==> src/rtl/wwin_pkg.sv <==
package wwin_pkg;

   typedef enum logic [1:0] {
      PH_IDLE   = 2'd0,
      PH_CLOSED = 2'd1,
      PH_OPEN   = 2'd2,
      PH_FAULT  = 2'd3
   } phase_t;

   // byte offsets decoded by software
   localparam int OFS_UNLOCK = 'h00;
   localparam int OFS_CTRL   = 'h04;
   localparam int OFS_CLOSED = 'h08;
   localparam int OFS_OPEN   = 'h0C;
   localparam int OFS_LIVE   = 'h10;

   // control/status bit positions
   localparam int BIT_RUN   = 0;
   localparam int BIT_OPEN  = 8;
   localparam int BIT_FAULT = 16;

endpackage

==> src/rtl/wwin_regs.sv <==
module wwin_regs
   import wwin_pkg::*;
#(
   parameter int AW          = 5,
   parameter int DW          = 32,
   parameter int CLOSED_INIT = 0,
   parameter int OPEN_INIT   = 0,
   parameter int RD_PIPE     = 0
) (
   input  logic          clk,
   input  logic          rst,
   input  logic [AW-1:0] addr,
   input  logic          we,
   input  logic [DW-1:0] wdata,
   output logic [DW-1:0] rdata,
   input  logic          running,
   input  logic          stat_open,
   input  logic          stat_fault,
   input  logic [DW-1:0] live_cnt,
   output logic          ctl_wr,
   output logic          ctl_arm,
   output logic          ctl_kick,
   output logic [DW-1:0] win_closed,
   output logic [DW-1:0] win_open
);

   logic hit_unl, hit_ctl, hit_cw, hit_ow, hit_live;
   logic unlock_q;
   logic [DW-1:0] closed_q, open_q;
   logic [DW-1:0] status_w, rd_next;

   assign hit_unl  = (addr == AW'(OFS_UNLOCK));
   assign hit_ctl  = (addr == AW'(OFS_CTRL));
   assign hit_cw   = (addr == AW'(OFS_CLOSED));
   assign hit_ow   = (addr == AW'(OFS_OPEN));
   assign hit_live = (addr == AW'(OFS_LIVE));

   // unlock: set/cleared by its own word, spent by any control write
   always_ff @(posedge clk) begin
      if (rst)
         unlock_q <= 1'b0;
      else if (we && hit_unl)
         unlock_q <= wdata[0];
      else if (we && hit_ctl)
         unlock_q <= 1'b0;
   end

   assign ctl_wr   = we && hit_ctl && unlock_q;
   assign ctl_arm  = wdata[BIT_RUN];
   assign ctl_kick = wdata[BIT_OPEN];

   // phase counts: frozen while the sequencer runs
   always_ff @(posedge clk) begin
      if (rst) begin
         closed_q <= DW'(CLOSED_INIT);
         open_q   <= DW'(OPEN_INIT);
      end else if (we && !running) begin
         if (hit_cw) closed_q <= wdata;
         if (hit_ow) open_q   <= wdata;
      end
   end

   assign win_closed = closed_q;
   assign win_open   = open_q;

   always_comb begin
      status_w            = '0;
      status_w[BIT_RUN]   = running;
      status_w[BIT_OPEN]  = stat_open;
      status_w[BIT_FAULT] = stat_fault;
   end

   always_comb begin
      rd_next = '0;
      if (hit_unl)  rd_next = {{(DW-1){1'b0}}, unlock_q};
      if (hit_ctl)  rd_next = status_w;
      if (hit_cw)   rd_next = closed_q;
      if (hit_ow)   rd_next = open_q;
      if (hit_live) rd_next = live_cnt;
   end

   generate
      if (RD_PIPE == 1) begin : g_rd_reg
         logic [DW-1:0] rd_q;
         always_ff @(posedge clk) begin
            if (rst) rd_q <= '0;
            else     rd_q <= rd_next;
         end
         assign rdata = rd_q;
      end else begin : g_rd_comb
         assign rdata = rd_next;
      end
   endgenerate

   // any control write spends the unlock
   p_unlock_spent_r2: assert property (@(posedge clk) disable iff (rst)
      (we && hit_ctl) |=> !unlock_q);

   // counts hold while running
   p_closed_frozen_r8: assert property (@(posedge clk) disable iff (rst)
      (we && hit_cw && running) |=> $stable(closed_q));
   p_open_frozen_r8: assert property (@(posedge clk) disable iff (rst)
      (we && hit_ow && running) |=> $stable(open_q));

endmodule

==> src/rtl/wwin_seq.sv <==
module wwin_seq
   import wwin_pkg::*;
#(
   parameter int DW = 32
) (
   input  logic          clk,
   input  logic          rst,
   input  logic          ctl_wr,
   input  logic          ctl_arm,
   input  logic          ctl_kick,
   input  logic [DW-1:0] win_closed,
   input  logic [DW-1:0] win_open,
   output logic          running,
   output logic          stat_open,
   output logic          stat_fault,
   output logic [DW-1:0] live_cnt,
   output logic          reset_req
);

   phase_t        ph_q, ph_d;
   logic [DW-1:0] cnt_q, cnt_d;
   logic          req_d, req_q;
   logic          at_zero;

   assign at_zero = (cnt_q == '0);

   always_comb begin
      ph_d  = ph_q;
      cnt_d = cnt_q;
      req_d = 1'b0;
      unique case (ph_q)
         PH_IDLE: begin
            if (ctl_wr && ctl_arm) begin
               ph_d  = PH_CLOSED;
               cnt_d = win_closed;
            end
         end
         PH_CLOSED: begin
            if (ctl_wr && ctl_kick) begin
               ph_d  = PH_FAULT;
               req_d = 1'b1;
            end else if (at_zero) begin
               ph_d  = PH_OPEN;
               cnt_d = win_open;
            end else begin
               cnt_d = cnt_q - DW'(1);
            end
         end
         PH_OPEN: begin
            if (ctl_wr && ctl_kick) begin
               ph_d  = PH_CLOSED;
               cnt_d = win_closed;
            end else if (ctl_wr && !ctl_arm) begin
               ph_d  = PH_IDLE;
            end else if (at_zero) begin
               ph_d  = PH_FAULT;
               req_d = 1'b1;
            end else begin
               cnt_d = cnt_q - DW'(1);
            end
         end
         default: ;
      endcase
   end

   always_ff @(posedge clk) begin
      if (rst) begin
         ph_q  <= PH_IDLE;
         cnt_q <= '0;
         req_q <= 1'b0;
      end else begin
         ph_q  <= ph_d;
         cnt_q <= cnt_d;
         req_q <= req_d;
      end
   end

   assign running    = (ph_q == PH_CLOSED) || (ph_q == PH_OPEN);
   assign stat_open  = (ph_q == PH_OPEN);
   assign stat_fault = (ph_q == PH_FAULT);
   assign live_cnt   = cnt_q;
   assign reset_req  = req_q;

   // request is a single-cycle pulse
   p_req_pulse_r5: assert property (@(posedge clk) disable iff (rst)
      reset_req |=> !reset_req);
   // a request only accompanies the fault phase
   p_req_in_fault_r6: assert property (@(posedge clk) disable iff (rst)
      reset_req |-> (ph_q == PH_FAULT));
   // fault is sticky
   p_fault_hold_r9: assert property (@(posedge clk) disable iff (rst)
      (ph_q == PH_FAULT) |=> (ph_q == PH_FAULT));
   // early kick faults
   p_early_kick_r5: assert property (@(posedge clk) disable iff (rst)
      (ph_q == PH_CLOSED && ctl_wr && ctl_kick) |=> reset_req);
   // open-phase kick restarts the closed phase
   p_restart_r4: assert property (@(posedge clk) disable iff (rst)
      (ph_q == PH_OPEN && ctl_wr && ctl_kick) |=>
      (ph_q == PH_CLOSED && cnt_q == $past(win_closed)));
   // stop refused while closed
   p_no_stop_closed_r7: assert property (@(posedge clk) disable iff (rst)
      (ph_q == PH_CLOSED && ctl_wr && !ctl_kick) |=> running);

endmodule

==> src/rtl/wwin_wdog.sv <==
module wwin_wdog
   import wwin_pkg::*;
#(
   parameter int AW          = 5,
   parameter int DW          = 32,
   parameter int CLOSED_INIT = 0,
   parameter int OPEN_INIT   = 0,
   parameter int RD_PIPE     = 0
) (
   input  logic          clk,
   input  logic          rst,
   input  logic [AW-1:0] bus_addr,
   input  logic          bus_we,
   input  logic [DW-1:0] bus_wdata,
   output logic [DW-1:0] bus_rdata,
   output logic          wd_reset_req,
   output logic          wd_irq
);

   generate
      if (DW < BIT_FAULT + 1) begin : g_bad_dw
         $error("wwin_wdog: DW must hold the fault status bit");
      end
      if (AW < 5) begin : g_bad_aw
         $error("wwin_wdog: AW too narrow for the register map");
      end
      if (RD_PIPE != 0 && RD_PIPE != 1) begin : g_bad_pipe
         $error("wwin_wdog: RD_PIPE must be 0 or 1");
      end
   endgenerate

   logic          running, stat_open, stat_fault;
   logic          ctl_wr, ctl_arm, ctl_kick;
   logic [DW-1:0] live_cnt, win_closed, win_open;

   wwin_regs #(
      .AW(AW), .DW(DW), .CLOSED_INIT(CLOSED_INIT),
      .OPEN_INIT(OPEN_INIT), .RD_PIPE(RD_PIPE)
   ) u_regs (
      .clk(clk), .rst(rst),
      .addr(bus_addr), .we(bus_we), .wdata(bus_wdata), .rdata(bus_rdata),
      .running(running), .stat_open(stat_open), .stat_fault(stat_fault),
      .live_cnt(live_cnt),
      .ctl_wr(ctl_wr), .ctl_arm(ctl_arm), .ctl_kick(ctl_kick),
      .win_closed(win_closed), .win_open(win_open)
   );

   wwin_seq #(.DW(DW)) u_seq (
      .clk(clk), .rst(rst),
      .ctl_wr(ctl_wr), .ctl_arm(ctl_arm), .ctl_kick(ctl_kick),
      .win_closed(win_closed), .win_open(win_open),
      .running(running), .stat_open(stat_open), .stat_fault(stat_fault),
      .live_cnt(live_cnt), .reset_req(wd_reset_req)
   );

   assign wd_irq = stat_fault;

   // interrupt tracks the sticky fault and never drops without reset
   p_irq_sticky_r9: assert property (@(posedge clk) disable iff (rst)
      wd_irq |=> wd_irq);

endmodule

==> config.mk <==
export PLATFORM = sky130hd
export DESIGN_NAME = wwin_wdog
export DESIGN_NICKNAME = d
export VERILOG_FILES = /design/src/rtl/wwin_pkg.sv /design/src/rtl/wwin_regs.sv /design/src/rtl/wwin_seq.sv /design/src/rtl/wwin_wdog.sv
export SDC_FILE = /design/constraint.sdc
export NUM_CORES = 1
export LEC_CHECK = 0
export BUFFER_PORTS_ARGS = -buffer_cell sky130_fd_sc_hd__buf_2
export CAP_MARGIN = 20
export CORE_MARGIN = 1.5
export CORE_UTILIZATION = 29
export DETAILED_ROUTE_END_ITERATION = 7
export GPL_TIMING_DRIVEN = 0
export HOLD_SLACK_MARGIN = 0.03
export PLACE_DENSITY = 0.47
export SYNTH_ARGS = -nofsm -noshare
export SYNTH_HDL_FRONTEND = slang
export SYNTH_SLANG_ARGS = --single-unit
==> constraint.sdc <==
create_clock -name clk -period 2.95 [get_ports clk]
set_input_delay 0.1475 -clock clk [delete_from_list [all_inputs] [get_ports clk]]
set_output_delay 0.1475 -clock clk [all_outputs]
set_load 0.05 [all_outputs]
==> flow_summary.toml, run 1 <==
[sta]
fmax_mhz = 353.2
finClkSkew_ps = 8.274
max_slew_margin = 0.3531
fin_crit_ps = 2831
whs_ps = 35.55
worstMarginPinSlew_ps = 961.5
finalSetupViolations = 0
rsz0062_at_grt = "no"
slew_violations = 0
fin_crit_sh = 0.9597
hold_viol_final = 0

[synth]
yosys.area_share.simple = 0.2325
synth-seq-cells = 100
syn_inst = 786
synth_top_family_by_area = "compound AO/OA/AOI/OAI gates"
synth_flop_cell = "dfxtp_1"
synth_area_leaders = "dfxtp_1, nand2_1, a21oi_1"
yosysTopAreaCellShare = 0.3426
synth-compound-area-share = 0.2940
synthMuxAreaShare = 0.05310
yosysUniqueCellTypes = 64
ys_async_sr_fraction = 0
synth_area_per_cell_sq_um = 7.434
synthAdderAreaFrac = 0.01285
synth_edf_count = 0
yosys_warnings = 0
synth_xor_area_frac = 0.005996
syn-cell-area_sq_mm = 0.005843
ys_seq_area_frac = 0.3426
synth_fp_nets = 832
synth_area_leader_cell = "dfxtp_1"

[floorplanning]
die_x_um = 144.9
die_h_um = 144.9
io-pin-count = 74
core_sq_mm = 0.01959
start_util = 0.2983
die_area_sq_mm = 0.02101
row_count = 51

[layout]
instances_no_fill = 1155
num-fill-cells = 2164
drive_gt1_frac = 0.1483
synthToLayoutAreaGrowth_pct = 21.48
insertedDiodeCount = 0
fin_nets = 932
design_area_sq_mm = 0.007098

[clock_tree]
numCtsBuffers = 9
clkTransAtPathRegs_ps = 70
cts_buffer_depth = 2
clockRootBuffer = "clkbuf_16"
clock_latency_ps = 360
cts_tree = "done"
htreeDepth = 3
cts.sinks = 100

[worst_hold_path]
min_path_type = "primary input to flop"

[worst_setup_path]
path_class = "flop to flop"
crit_arrival_ps = 3130
required_ps = 3250
critPathLaunchType = "flop"
critical_path_peak_fanout = 10
cp_cell_sequence = "or4_4 > nor4b_4 > and4_1 > buf_4 > buf_4 > buf_4 > a32oi_1 > o41ai_1 > a32o_1"
slowest_delay_ps = 610
slowest_stage = "or4_4"
end_kind = "flop"
crit_top_cell = "buf_4"

[power]
power.density_mw_per_mm2 = 500.1
power_leakage_nw = 2.573
ir_worst_vdd_uv = 272.0
p_total_mw = 3.550

[place]
place_inst = 1125
placement.cell_area_sq_mm = 0.006554
port_buffers = 72
place_congestion = 0.9295
hpwl_mm = 17.14

[grt]
grt_antenna_before_repair = 0
first_global_vias = 6140
track_usage = 0.2257
grt-ovfl-total = 0
grt_start_max_net_pins = 17
grt_pass1_wl_mm = 36.74

[routing]
dr.pass1.iters = 5
routedWlPerCell_um = 20.44
viasPerCell = 5.543
drc = 0
vias = 6402
postRouteAntennaNets = 0
first_iter_violations = 765
routed_wl_mm = 23.60

[run]
maxCapViolCount = 0

[run_status]
status = "complete, no violations"
==> where the power goes <==
group	internal, mW	leakage [nW]	switching [mW]	total (mW)
Sequential	1.37	0.806	0.0175	1.38
Combinational	0.274	1.62	0.589	0.863
Clock	0.741	0.148	0.563	1.30
==> repair_timing <==
action / 4_1_cts / 5_1_grt
buffers inserted: 0 / 2
hold buffers: 13 / 0
resized for setup: 12 / 14
pin swaps: 1 / 1
setup endpoints to repair: 34 / 34
hold endpoints to repair: 19 / 0
==> critical path: cells and delay by family (launching register included) <==
kind | cells | cell delay (ps)
buffers and inverters | 3 | 730
and+or+nand+nor | 3 | 1150
DFF | 1 | 380
AOI/OAI and AO/OA | 3 | 500
==> area by class of cell <==
type | instances | area (sq um) | area share
clock buffers | 9 | 225.2 | 0.03173
plain buffers | 61 | 271.5 | 0.03825
flip-flops and latches | 100 | 2002 | 0.2820
well taps | 265 | 331.6 | 0.04671
repair buffers | 89 | 518.0 | 0.07298
multi-input cells | 601 | 3571 | 0.5031
clock inverters | 6 | 88.84 | 0.01252
inverters | 24 | 90.09 | 0.01269
==> per-stage QoR <==
stage                     setup TNS (ps)    util  worst slack [ps]
final                                  0  0.3623             118.9
after detailed placement           -9554  0.3345            -512.0
after CTS                              0  0.3598             6.001
after floorplan                        0       -             372.8
after global routing                   0  0.3623             24.79
after global placement            -26340  0.3336            -605.4
==> state kept, by name (all words and copies together) (netlist names) <==
name	count
u_seq.ph_q	2
u_seq.reset_req	1
u_regs.unlock_q	1
u_seq.live_cnt	32
u_regs.win_closed	32
u_regs.win_open	32
==> synth_stat cells (all sizes together), types with 4 or more instances <==
master  instances
a32o           22
clkbuf         46
mux2i          31
nor2           39
dfxtp         100
and2            7
o41ai           4
buf            15
a32oi           8
nand2         188
o22ai           4
a221oi         11
and3            4
o21ai          49
a211oi          6
nand3          10
o31ai           7
nand4           7
a21oi          93
inv            24
nor3           16
or3             7
o32ai          12
nor4           12
ha              6
a31oi           7
a21o            4
==> layout by cell type, fill, tap and decap left out, types with 3 or more instances in the layout <==
| cell type | count |
|---|---|
| and2_1 | 7 |
| o32ai_1 | 12 |
| a221oi_1 | 10 |
| buf_4 | 10 |
| o21ai_0 | 48 |
| nand3_1 | 10 |
| clkbuf_16 | 9 |
| nor2_1 | 38 |
| ha_1 | 6 |
| a31oi_1 | 7 |
| nor4_1 | 10 |
| a21bo_2 | 3 |
| clkbuf_1 | 41 |
| a21oi_1 | 91 |
| dlygate4sd3_1 | 13 |
| nor3_1 | 15 |
| xor2_1 | 3 |
| o31a_1 | 3 |
| a32o_1 | 22 |
| o31ai_1 | 6 |
| and4_1 | 3 |
| a32oi_1 | 8 |
| dfxtp_1 | 100 |
| a21o_1 | 4 |
| nand4_1 | 7 |
| mux2i_1 | 31 |
| a211oi_1 | 6 |
| a22oi_1 | 3 |
| buf_2 | 77 |
| o41ai_2 | 3 |
| buf_1 | 4 |
| or3_1 | 7 |
| clkbuf_2 | 3 |
| nand2_1 | 188 |
| o22ai_1 | 3 |
| inv_1 | 24 |
| and3_1 | 4 |
==> logic make-up (layout without fill, tap and decap cells) <==
family / count (synthesis) / count (layout)
AND/OR/NAND/NOR: 305 / 305
XOR/XNOR: 4 / 4
adder cells (fa/ha/maj): 6 / 6
AO/OA/AOI/OAI: 255 / 255
flip-flops: 100 / 100
multiplexers: 31 / 31
buffers and inverters: 85 / 189
==> per-layer routing <==
layer / GRT usage / vias up / share of wire
met5: 0 / - / 0
met3: 0.03050 / 47 / 0.058
met2: 0.3634 / 287 / 0.45
li1: - / 3070 / -
met1: 0.3070 / 2998 / 0.46
met4: 0.08144 / 0 / 0.029
==> path summary, 6_finish.rpt <==
| path | cells past startpoint | from | endpoint | slack (ps) |
|---|---|---|---|---|
| worst min register to register | 2 | u_regs.win_closed[30]$_SDFFE_PP0P_ | u_regs.win_closed[30]$_SDFFE_PP0P_ | 480 |
| worst min-delay path | 3 | bus_wdata[12] | u_regs.win_closed[12]$_SDFFE_PP0P_ | 40 |
| worst max-delay path | 9 | u_seq.live_cnt[4]$_SDFFE_PP0P_ | u_seq.live_cnt[9]$_SDFFE_PP0P_ | 120 |
| worst max register to register | 9 | u_seq.live_cnt[4]$_SDFFE_PP0P_ | u_seq.live_cnt[9]$_SDFFE_PP0P_ | 120 |
Power figures use the tool's default switching activity.
==> inputs of run 2 (changes only) <==
Settings changed: REMOVE_ABC_BUFFERS set to 1.
==> flow_summary.toml, run 2 (synthesis gave the netlist of run 1 again) <==
[run_status]
status = "complete, no violations"

[floorplanning]
start_util = 0.2983
io-pin-count = 74
die_h_um = 144.9
die_x_um = 144.9
row_count = 51
die_area_sq_mm = 0.02101
core_sq_mm = 0.01959

[clock_tree]
cts_tree = "done"
htreeDepth = 3
clockRootBuffer = "clkbuf_16"
cts.sinks = 100
numCtsBuffers = 9
cts_buffer_depth = 2
clkTransAtPathRegs_ps = 70
clock_latency_ps = 360

[worst_setup_path]
path_class = "flop to flop"
cp_cell_sequence = "or4_1 > nor4b_4 > and4_4 > a21o_2 > buf_16 > nor2_2 > a32o_1"
critical_path_peak_fanout = 25
r2r_end = "u_seq.live_cnt[9]$_SDFFE_PP0P_"
r2r_start = "u_seq.live_cnt[4]$_SDFFE_PP0P_"
critPathLaunchType = "flop"
required_ps = 3200
end_kind = "flop"
crit_arrival_ps = 3090
slowest_delay_ps = 690
reg2reg_setup_slack_ps = 100
r2r_cells = 7
slowest_stage = "or4_1"

[layout]
synthToLayoutAreaGrowth_pct = 24.56
design_area_sq_mm = 0.007278
fin_nets = 897
final_common_cell = "nand2_1"
drive_gt1_frac = 0.1565
insertedDiodeCount = 0
final_cell_mix = "nand2_1, dfxtp_1, a21oi_1, buf_2, o21ai_0"

[worst_hold_path]
min_path_type = "primary input to flop"
whs_path_depth = 3
holdPathEnd = "u_regs.win_closed[20]$_SDFFE_PP0P_"
min_from = "bus_wdata[20]"

[grt]
first_global_vias = 5642
grt_pass1_wl_mm = 32.08
track_usage = 0.1919
grt-ovfl-total = 0
grt_start_max_net_pins = 68
grt_antenna_before_repair = 0

[routing]
routedWlPerCell_um = 18.12
first_iter_violations = 412
drc = 0
routed_wl_mm = 20.31
viasPerCell = 5.381
postRouteAntennaNets = 0
dr.pass1.iters = 5
vias = 6032

[sta]
finalSetupViolations = 0
hold_viol_final = 0
max_slew_margin = 0.2757
worstMarginPinSlew_ps = 1078
fin_crit_ps = 2846
finClkSkew_ps = 10.96
fmax_mhz = 351.3
whs_ps = 41.74
fin_crit_sh = 0.9649
slew_violations = 0

[power]
power_leakage_nw = 2.667
ir_worst_vdd_uv = 322.5
power.density_mw_per_mm2 = 499.6

[place]
place_congestion = 0.7975
hpwl_mm = 14.11
port_buffers = 73
placement.cell_area_sq_mm = 0.006578

[run]
maxCapViolCount = 0
[run 2: report_power, final]
part           leakage, nW  internal, mW  switching [mW]  total [mW]
clock network        0.163         0.828           0.547        1.38
registers            0.806          1.37          0.0190        1.38
logic                 1.70         0.341           0.536       0.877
[run 2: repair_timing]
action,in CTS,in global routing
setup buffers,2,2
endpoints found under the setup margin,32,28
resized for setup,11,4
endpoints found under the hold margin,39,0
hold buffers,25,0
pin swaps,1,1
[run 2: critical path, delay by kind of cell (launching register included)]
kind            cells  cell delay, ps
flops               1             370
compound gates      2             580
simple gates        4            1560
buf+inv             1             220
[run 2: worst max path at each step]
stage | endpoint | startpoint | slack, ps | cells after the start
4_1_cts | u_seq.live_cnt[25]$_SDFFE_PP0P_ | u_seq.live_cnt[4]$_SDFFE_PP0P_ | 10 | 7
6_report | u_seq.live_cnt[9]$_SDFFE_PP0P_ | u_seq.live_cnt[4]$_SDFFE_PP0P_ | 100 | 7
3_5_place_dp | u_seq.live_cnt[16]$_SDFFE_PP0P_ | u_seq.live_cnt[14]$_SDFFE_PP0P_ | -510 | 7
3_3_place_gp | u_regs.win_closed[25]$_SDFFE_PP0P_ | bus_addr[1] | -4220 | 5
5_1_grt | u_seq.live_cnt[25]$_SDFFE_PP0P_ | u_seq.live_cnt[4]$_SDFFE_PP0P_ | -5 | 7
2_1_floorplan | u_regs.win_closed[0]$_SDFFE_PP0P_ | u_seq.ph_q[0]$_SDFFE_PP0P_ | -1040 | 5
[run 2: per-stage QoR]
step / power (mW) / instances / utilization / setup slack, ps / TNS, ps
floorplan: 1.827 / 725 / - / -1038 / -36980
finish: 3.636 / 1121 / 0.3715 / 103.5 / 0
CTS: 3.638 / 1119 / 0.3692 / 12.03 / 0
global placement: 2.095 / 1063 / 0.3209 / -4219 / -202250
detailed placement: 2.177 / 1076 / 0.3358 / -505.1 / -13070
global route: 3.794 / 1121 / 0.3715 / -4.866 / -8.342
[run 2: area by class of cell]
type	count	area, sq um
Timing Repair Buffer	115	917.1
Multi-Input combinational cell	601	3605
Inverter	24	90.09
Fill cell	2139	12310
Sequential cell	100	2002
Tap cell	265	331.6
Clock inverter	5	100.1
Clock buffer	11	232.7
[run 2: routing by layer]
layer  global-route usage  vias to the layer above  part of all wire
met2               0.3074                      134              0.46
met4              0.04330                        0            0.0094
met3              0.02956                       13             0.037
met1               0.2699                     2886              0.49
li1                     -                     2999                 -
met5                    0                        -                 0
